`config.mk`:
```
export PLATFORM = sky130hd
export DESIGN_NAME = i2c_tgt_stretch
export DESIGN_NICKNAME = d
export VERILOG_FILES = /design/src/rtl/i2c_tgt_pkg.sv /design/src/rtl/i2c_tgt_sync.sv /design/src/rtl/i2c_tgt_buf.sv /design/src/rtl/i2c_tgt_stretch.sv
export SDC_FILE = /design/constraint.sdc
export NUM_CORES = 1
export LEC_CHECK = 0
export ABC_AREA = 0
export BUFFER_PORTS_ARGS = -buffer_cell sky130_fd_sc_hd__buf_2
export CORE_UTILIZATION = 30
export CTS_CLUSTER_DIAMETER = 30
export DETAILED_ROUTE_END_ITERATION = 8
export GPL_ROUTABILITY_DRIVEN = 0
export HOLD_SLACK_MARGIN = 0.05
export MAX_ROUTING_LAYER = met4
export SLEW_MARGIN = 20
export SYNTH_ARGS = -nofsm -noshare
export SYNTH_HDL_FRONTEND = slang
export SYNTH_SLANG_ARGS = --single-unit
```
`constraint.sdc`:
```
create_clock -name clk -period 1.9 [get_ports clk]
set_clock_uncertainty 0.05 [all_clocks]
set_input_delay 0.19 -clock clk [delete_from_list [all_inputs] [get_ports clk]]
set_output_delay 0.19 -clock clk [all_outputs]
set_load 0.1 [all_outputs]
```
`src/rtl/i2c_tgt_pkg.sv`:
```
package i2c_tgt_pkg;

    typedef enum logic [3:0] {
        ST_IDLE,
        ST_ADDR,
        ST_AACK,
        ST_RX,
        ST_RACK,
        ST_TX,
        ST_HACK,
        ST_HOLD8,
        ST_HOLD9,
        ST_SKIP
    } tgt_state_t;

endpackage

```
`src/rtl/i2c_tgt_sync.sv`:
```
module i2c_tgt_sync #(
    parameter int STAGES = 2
) (
    input  logic clk,
    input  logic rst_n,
    input  logic scl_i,
    input  logic sda_i,
    output logic scl_s,
    output logic sda_s,
    output logic scl_rise,
    output logic scl_fall,
    output logic start_det,
    output logic stop_det
);
    localparam int LINES = 2;

    logic [LINES-1:0] raw;
    logic [LINES-1:0] synced;
    logic [LINES-1:0] prev;

    assign raw = {sda_i, scl_i};

    generate
        for (genvar g = 0; g < LINES; g++) begin : g_line
            logic [STAGES-1:0] sh;
            always_ff @(posedge clk or negedge rst_n) begin
                if (!rst_n) sh <= '1;
                else        sh <= {sh[STAGES-2:0], raw[g]};
            end
            assign synced[g] = sh[STAGES-1];
        end
    endgenerate

    always_ff @(posedge clk or negedge rst_n) begin
        if (!rst_n) prev <= '1;
        else        prev <= synced;
    end

    assign scl_s     = synced[0];
    assign sda_s     = synced[1];
    assign scl_rise  = synced[0] & ~prev[0];
    assign scl_fall  = ~synced[0] & prev[0];
    assign start_det = synced[0] & prev[0] & prev[1] & ~synced[1];
    assign stop_det  = synced[0] & prev[0] & ~prev[1] & synced[1];

endmodule

```
`src/rtl/i2c_tgt_buf.sv`:
```
module i2c_tgt_buf #(
    parameter int W = 8
) (
    input  logic         clk,
    input  logic         rst_n,
    input  logic         sw_wr,
    input  logic [W-1:0] sw_wdata,
    input  logic         sw_rd,
    input  logic         cap,
    input  logic [W-1:0] cap_data,
    input  logic         ovr_clr,
    output logic [W-1:0] data_q,
    output logic         ovr_q
);
    logic full_q;

    always_ff @(posedge clk or negedge rst_n) begin
        if (!rst_n) begin
            data_q <= '0;
            full_q <= 1'b0;
            ovr_q  <= 1'b0;
        end else begin
            if (ovr_clr) ovr_q <= 1'b0;
            if (sw_rd)   full_q <= 1'b0;
            if (sw_wr) begin
                data_q <= sw_wdata;
                full_q <= 1'b0;
            end
            if (cap) begin
                if (full_q && !sw_rd) begin
                    ovr_q <= 1'b1;
                end else begin
                    data_q <= cap_data;
                    full_q <= 1'b1;
                end
            end
        end
    end

    // an unread byte survives a later capture and the overrun flag rises
    p_overrun_keeps_r8: assert property (@(posedge clk) disable iff (!rst_n)
        (cap && full_q && !sw_rd && !sw_wr) |=> (ovr_q && $stable(data_q)));

endmodule

```
`src/rtl/i2c_tgt_stretch.sv`:
```
module i2c_tgt_stretch
    import i2c_tgt_pkg::*;
#(
    parameter int ADDR_W      = 7,
    parameter int SYNC_STAGES = 2
) (
    input  logic              clk,
    input  logic              rst_n,
    input  logic              scl_i,
    input  logic              sda_i,
    output logic              scl_pull,
    output logic              sda_pull,
    input  logic [ADDR_W-1:0] own_addr,
    input  logic              str_en,
    input  logic              str_at8,
    input  logic              ack_val,
    input  logic              buf_wr,
    input  logic [ADDR_W:0]   buf_wdata,
    input  logic              buf_rd,
    output logic [ADDR_W:0]   buf_rdata,
    output logic              hold_flag,
    input  logic              hold_clr,
    output logic              busy,
    output logic              ovr_flag,
    input  logic              ovr_clr
);
    localparam int BYTE_W = ADDR_W + 1;
    localparam int CNT_W  = $clog2(BYTE_W + 1);
    localparam int IDX_W  = $clog2(BYTE_W);
    localparam logic [CNT_W-1:0] LAST_BIT = CNT_W'(BYTE_W - 1);

    logic scl_s, sda_s, scl_rise, scl_fall, start_det, stop_det;

    i2c_tgt_sync #(.STAGES(SYNC_STAGES)) u_sync (
        .clk(clk), .rst_n(rst_n), .scl_i(scl_i), .sda_i(sda_i),
        .scl_s(scl_s), .sda_s(sda_s), .scl_rise(scl_rise), .scl_fall(scl_fall),
        .start_det(start_det), .stop_det(stop_det)
    );

    tgt_state_t        state, state_n;
    logic [CNT_W-1:0]  cnt, cnt_n;
    logic [BYTE_W-1:0] shreg, shreg_n;
    logic              hi, hi_n, rw, rw_n, addr_ph, addr_ph_n, hnack, hnack_n;
    logic              cap, bfall, hold8, hold9;
    logic [IDX_W-1:0]  tx_idx;

    i2c_tgt_buf #(.W(BYTE_W)) u_buf (
        .clk(clk), .rst_n(rst_n), .sw_wr(buf_wr), .sw_wdata(buf_wdata),
        .sw_rd(buf_rd), .cap(cap), .cap_data(shreg), .ovr_clr(ovr_clr),
        .data_q(buf_rdata), .ovr_q(ovr_flag)
    );

    assign bfall = scl_fall & hi;
    assign hold8 = str_en & str_at8;
    assign hold9 = str_en & ~str_at8;

    // next-state logic
    always_comb begin
        state_n   = state;
        cnt_n     = cnt;
        shreg_n   = shreg;
        rw_n      = rw;
        addr_ph_n = addr_ph;
        hnack_n   = hnack;
        hi_n      = hi;
        cap       = 1'b0;
        if (scl_rise) hi_n = 1'b1;
        if (scl_fall) hi_n = 1'b0;
        if (start_det) begin
            state_n   = ST_ADDR;
            cnt_n     = '0;
            hi_n      = 1'b0;
            addr_ph_n = 1'b1;
        end else if (stop_det) begin
            state_n = ST_IDLE;
        end else begin
            unique case (state)
                ST_IDLE, ST_SKIP: ;
                ST_ADDR, ST_RX: begin
                    if (scl_rise) shreg_n = {shreg[BYTE_W-2:0], sda_s};
                    if (bfall) begin
                        cnt_n = cnt + CNT_W'(1);
                        if (cnt == LAST_BIT) begin
                            if (state == ST_ADDR && shreg[BYTE_W-1:1] != own_addr) begin
                                state_n = ST_SKIP;
                            end else begin
                                if (state == ST_ADDR) rw_n = shreg[0];
                                else                  cap  = 1'b1;
                                state_n = hold8 ? ST_HOLD8 :
                                          (state == ST_ADDR ? ST_AACK : ST_RACK);
                            end
                        end
                    end
                end
                ST_TX: begin
                    if (bfall) begin
                        cnt_n = cnt + CNT_W'(1);
                        if (cnt == LAST_BIT) state_n = hold8 ? ST_HOLD8 : ST_HACK;
                    end
                end
                ST_AACK, ST_RACK, ST_HACK: begin
                    if (scl_rise && state == ST_HACK) hnack_n = sda_s;
                    if (bfall) begin
                        cnt_n     = '0;
                        addr_ph_n = 1'b0;
                        if (state == ST_HACK && hnack) state_n = ST_SKIP;
                        else state_n = hold9 ? ST_HOLD9 : (rw ? ST_TX : ST_RX);
                    end
                end
                ST_HOLD8: begin
                    if (hold_clr)
                        state_n = addr_ph ? ST_AACK : (rw ? ST_HACK : ST_RACK);
                end
                ST_HOLD9: begin
                    if (hold_clr) begin
                        cnt_n   = '0;
                        state_n = rw ? ST_TX : ST_RX;
                    end
                end
                default: state_n = ST_IDLE;
            endcase
        end
    end

    // state register
    always_ff @(posedge clk or negedge rst_n) begin
        if (!rst_n) begin
            state   <= ST_IDLE;
            cnt     <= '0;
            shreg   <= '0;
            rw      <= 1'b0;
            addr_ph <= 1'b0;
            hnack   <= 1'b0;
            hi      <= 1'b0;
        end else begin
            state   <= state_n;
            cnt     <= cnt_n;
            shreg   <= shreg_n;
            rw      <= rw_n;
            addr_ph <= addr_ph_n;
            hnack   <= hnack_n;
            hi      <= hi_n;
        end
    end

    assign tx_idx = IDX_W'(LAST_BIT - cnt);

    // outputs
    always_comb begin
        scl_pull = 1'b0;
        sda_pull = 1'b0;
        busy     = 1'b0;
        unique case (state)
            ST_ADDR, ST_RX: busy = 1'b1;
            ST_HACK:        busy = 1'b1;
            ST_TX: begin
                busy     = 1'b1;
                sda_pull = ~buf_rdata[tx_idx];
            end
            ST_AACK: sda_pull = 1'b1;
            ST_RACK: sda_pull = ~ack_val;
            ST_HOLD8: begin
                scl_pull = 1'b1;
                sda_pull = addr_ph | (~rw & ~ack_val);
            end
            ST_HOLD9: begin
                scl_pull = 1'b1;
                sda_pull = rw & ~buf_rdata[BYTE_W-1];
            end
            default: ;
        endcase
    end

    assign hold_flag = scl_pull;

    // a hold only starts while stretching is enabled
    p_hold_needs_enable_r5: assert property (@(posedge clk) disable iff (!rst_n)
        $rose(scl_pull) |-> $past(str_en));

    // the hold persists until software clears it
    p_hold_until_clear_r6: assert property (@(posedge clk) disable iff (!rst_n)
        (scl_pull && !hold_clr) |=> scl_pull);

    // a clear releases SCL on the next clock
    p_release_on_clear_r6: assert property (@(posedge clk) disable iff (!rst_n)
        (scl_pull && hold_clr) |=> !scl_pull);

    // no SDA change while SCL stays high
    p_sda_quiet_r11: assert property (@(posedge clk) disable iff (!rst_n)
        (scl_s && $past(scl_s)) |-> $stable(sda_pull));

endmodule

```
# Yosys cells after proc, flatten, opt, wreduce, memory -nomap -nowiden
# Cells that the tools add are included.
# totals
regBits	36
inputBits	26
out_inout_bits	13
wordCells	140
# op_classes
n_addsub	2
order_cmp	1
n_eq_ne	23
mux	54
n_bitwise	25
reduce_logical	22
# ops
operator	count
4-bit two-way mux	17
4-bit inequality test, second input constant	7
1-bit two-way mux	25
8-bit two-way mux	3
4-bit one-hot mux with 6 select lines	1
4-bit by 3-bit equality test with 1-bit output, second input constant	5
1-bit AND	12
3-bit two-way mux	4
1-bit inverter	12
4-bit one-hot mux with 3 select lines	1
3-bit inequality test, second input constant	3
4-bit by 2-bit equality test with 1-bit output, second input constant	2
4-bit equality test, second input constant	2
4-bit AND reduction	2
8-bit AND reduction	1
7-bit inequality test	1
7-bit AND reduction	1
2-bit OR reduction	3
3-bit OR reduction	2
1-bit one-hot mux with 5 select lines	1
5-bit AND reduction	1
4-bit by 1-bit adder with 4-bit output, second input constant	1
4-bit by 1-bit equality test with 1-bit output, second input constant	1
1-bit logical AND	4
14 further kinds	15

# Depth between registers and ports, before layout
# logic_depth
ltp_word	9
ltp_mapped	7
ltp_nobuf	7

# By module
# Synthesis repeated with hierarchy kept, for this count alone.
# hier_totals
hier_cells	213
area_unflattened_um2	2322.2
# modules_own_cells
module	n_inst	cells_per_inst	area_each_um2	seq_area_each_um2
i2c_tgt_stretch	1	170	1599.0	500.5
i2c_tgt_buf	1	33	533.0	250.2
i2c_tgt_sync	1	10	190.2	157.7

# Least setup slack after synthesis
# Ideal clock, no wire load.
# synth_path
path_kind	register to output
start	reg state[1]
end	out sda_pull
arrival_time_ns	3.341
required_time_ns	1.660
slack_ns	-1.681
path_stages_with_launch	8
n_path_buf	2
path_cell_list	dfrtp_1 -> buf_2 -> buf_1 -> nand3b_1 -> o21a_1 -> o21ai_0 -> mux2i_1 -> o21ai_0
# synth_via
elab_chain_cells	2
elab_cells_between_ends	6
cone_classes	eq/ne: 5; mux: 1
# synth_lines
element	line_no	rtl
start: declaration	i2c_tgt_stretch.sv:40	tgt_state_t state, state_n;
start signal: assignment	i2c_tgt_stretch.sv:136	state <= state_n;
4-bit equality test, or another cell as far along	i2c_tgt_stretch.sv:153	unique case (state)
1-bit one-hot mux with 5 select lines (*)	i2c_tgt_stretch.sv:153	
end: declaration	i2c_tgt_stretch.sv:12	output logic sda_pull,
# Every way passes the cells marked *; elsewhere a longest branch is shown, timed or not.

# Final worst setup path
# layout_path
start	reg cnt[0]
end	out sda_pull
# layout_via
elab_chain_cells	5
# layout_lines
element	line_no	rtl
start: declaration	i2c_tgt_stretch.sv:41	logic [CNT_W-1:0] cnt, cnt_n;
start signal: assignment	i2c_tgt_stretch.sv:137	cnt <= cnt_n;
3-bit subtractor	i2c_tgt_stretch.sv:146	assign tx_idx = IDX_W'(LAST_BIT - cnt);
1-bit binary-select mux with 3-bit select	i2c_tgt_stretch.sv:158	sda_pull = ~buf_rdata[tx_idx];
1-bit two-way mux (implied by the code)	i2c_tgt_stretch.sv:158	
1-bit inverter	i2c_tgt_stretch.sv:158	
1-bit one-hot mux with 5 select lines	i2c_tgt_stretch.sv:153	
# No other way between the ends. The select of a mux whose other input is x is not followed.

==> impl_metrics.ini <==
[power]
vdd.ir_drop.worst_mv = 0.6606
switching_share = 0.4273
power.switching_uw = 1869
p_clk_frac = 0.118
seq_power_share = 0.258
leakage_uw = 0.001436
power.internal_uw = 2505
combPwrFrac = 0.624
p_per_area_nw_per_um2 = 1343

[critical_path]
required_ns = 1.66
worstSetupStartpointType = flip-flop
worstReg2RegEnd = state[3]$_DFFE_PN0P_
cp.arrival_ns = 1.89
cp_cell_sequence = buf_6 -> mux4_2 -> mux2i_4 -> a31oi_4 -> o21ai_4 -> buf_12
critPathMaxStageDelay_ns = 0.54
critPathKind = flip-flop to output pin
cp_slowest_cell = mux4_2
worstRegToRegCells = 7
r2r_slack_ns = -0.13
reg2reg_from = state[0]$_DFFE_PN0P_
endpoint_kind = output pin
cp_max_fo = 3

[timing]
final.min_clock_period_ns = 2.128
finalCritPeriodShare = 1.120
finalSetupViolations = 8
setup_tns_ns = -0.7556
max_slew_margin = 0.6192
fmax_ghz = 0.4699
hold_violations = 0
maxSlewViolCount = 0
worst_slew_pin_slew_ns = 0.5651
rsz0062_at_grt = yes
whs_ns = 0.2057
finalWorstSetupSlack_ns = -0.2280

[die]
die_height_um = 87.82
rows = 30
die_w_um = 87.82
fp.coreArea_um2 = 6944
io_pins = 39
die_area_um2 = 7712
start_util = 0.3182

[global_route]
grt_overflow = 0
grt_pass1_vias = 2044
grt_pass1_wl_um = 9929
antenna_found_initial = 0
track_usage = 0.1737
grt_max_degree = 37

[synth]
postSynthCellCount = 214
syn-cell-area_um2 = 2210
ys_types = 62
ys_ff_latch = 36
synth-edff-count = 0
syn-mean-instance-area_um2 = 10.33
ys.flop_type = dfrtp_1
synth_warnings = 0
synth_fp_nets = 244
synth.yosys.seq_area_share = 0.4111
synthArstFlopShare = 1.000

[detailed_routing]
firstDrtPassIters = 4
wirelength_um = 5925
drtIter0Drc = 86
drc = 0
drtAntennaViolNets = 0
wire_per_inst_um = 14.92
viasPerCell = 5.055
vias = 2007

[cts]
cts_tree = built
h-tree-depth = 2
ctsRootBufferMaster = clkbuf_8
clk_pin_slew_ns = 0.07
cts_buffers = 5
insertion_delay_ns = 0.28
cts.sinks = 36
clockBufferDepth = 2

[outcome]
outcome = complete, but fails checks
violations = setup timing

[final_layout]
nets = 330
drive_gt1_frac = 0.5714
syn_to_final_growth_pct = 47.34
antenna_cells = 0
fin_area_um2 = 3256
final_core_util = 0.4688

[flow_run]
max_cap_viol_count = 0

[place]
port_buffers = 38
placed_cell_area_um2 = 2920
hpwl_um = 4412
place_ws_ns = -0.1077

[min_path]
hp-class = input pin to flip-flop
min_to = u_buf.data_q[0]$_DFF_PN0_
hold_path_depth = 3
min-delay-start = buf_wdata[0]
-- sequential cells by signal (all words and copies together) (netlist names) --
name	flops
addr_ph	1
hi	1
u_buf.full_q	1
u_sync.prev	2
u_sync.g_line.sh	4
hnack	1
state	4
u_buf.ovr_q	1
cnt	4
rw	1
u_buf.data_q	8
shreg	8
-- per-stage QoR --
stage | cells | total power, µW
2_1_floorplan | 214 | 2584
3_3_place_gp | 380 | 3439
3_5_place_dp | 380 | 3480
4_1_cts | 396 | 4216
5_1_grt | 397 | 4635
6_report | 397 | 4374
-- cell type report --
type / count / area (µm²)
timing repair buffer: 92 / 696.9
multi-input combinational: 156 / 1401
sequential: 36 / 922.1
clock buffer: 7 / 76.32
tap: 96 / 120.1
fill: 652 / 3689
inverter: 9 / 33.78
clock inverter: 1 / 5.005
-- cells in the mapped netlist (2+ instances only) --
cell type | count | area (µm²)
a211o_1 | 2 | 17.52
ha_1 | 4 | 50.05
buf_2 | 4 | 20.02
o21a_1 | 2 | 15.01
mux2i_1 | 4 | 40.04
o31ai_1 | 2 | 15.01
a211oi_1 | 2 | 15.01
nor2_1 | 10 | 37.54
inv_1 | 9 | 33.78
or2_2 | 2 | 12.51
and3_1 | 3 | 18.77
dfrtp_1 | 30 | 750.7
mux2_2 | 25 | 281.5
buf_1 | 2 | 7.510
xor2_1 | 4 | 35.03
nand3_1 | 8 | 40.04
nor4b_1 | 2 | 17.52
a21oi_1 | 10 | 50.05
nor3_1 | 3 | 15.01
o221ai_1 | 2 | 17.52
clkbuf_1 | 4 | 15.01
xnor2_1 | 6 | 52.55
nand2_1 | 16 | 60.06
nor2b_1 | 3 | 18.77
dfstp_2 | 6 | 157.7
o21ai_0 | 5 | 25.02
and2_1 | 2 | 12.51
a31oi_1 | 5 | 31.28
nand2b_1 | 3 | 18.77
mux4_2 | 2 | 45.04
-- power by group through the flow --
stage	clock (µW)	sequential, µW	combinational, µW
finish	517	1130	2730
floorplan	0	1260	1320
global placement	0	1140	2300
CTS	541	1130	2550
detailed placement	0	1150	2330
global route	572	1150	2910
-- what timing repair did --
action / in CTS / in global routing
hold buffers: 4 / 0
endpoints found under the hold margin: 33 / 0
endpoints found under the setup margin: 20 / 28
pin swaps: 4 / 3
setup buffers: 4 / 1
gates resized for setup: 22 / 13
-- per-layer routing --
layer / track usage / vias to the layer above / routed length (µm)
met4: 0.05365 / 0 / 91
met2: 0.2629 / 56 / 2934
met1: 0.2310 / 979 / 2573
li1: - / 962 / -
met5: - / - / 0
met3: 0.03864 / 10 / 325
-- logic make-up after synthesis --
group	synth area share
adders and majority gates	0.02265
DFF	0.4111
and+or+nand+nor	0.1744
AOI/OAI and AO/OA	0.1359
muxes	0.1710
buffers and inverters	0.04530
xor gates and xnor gates	0.03964
-- cells in the final DEF, fill, tap and decap left out, types with 8 or more instances in the layout --
cell / netlist / final
a21oi_1: 10 / 9
buf_2: 4 / 34
buf_4: 1 / 44
dfrtp_1: 30 / 19
dfrtp_2: 0 / 11
inv_1: 9 / 9
mux2_2: 25 / 25
nand2_1: 16 / 12
nor2_1: 10 / 8
-- worst max path at each step --
stage | from | slack [ns] | end
after floorplan | state[1]$_DFFE_PN0P_ | -0.16 | sda_pull
after global placement | u_sync.prev[0]$_DFF_PN1_ | -0.10 | state[3]$_DFFE_PN0P_
after detailed placement | u_sync.prev[0]$_DFF_PN1_ | -0.11 | state[3]$_DFFE_PN0P_
after CTS | cnt[0]$_DFFE_PN0P_ | -0.25 | sda_pull
after global routing | cnt[0]$_DFFE_PN0P_ | -0.29 | sda_pull
final | cnt[0]$_DFFE_PN0P_ | -0.23 | sda_pull
-- critical path: cells and delay by family, from the launching register on --
kind	cells	cell delay (ns)
flops	1	0.37
compound gates	2	0.21
mux	2	0.74
buf+inv	2	0.30
No activity file was read; power rests on OpenSTA's default activity.
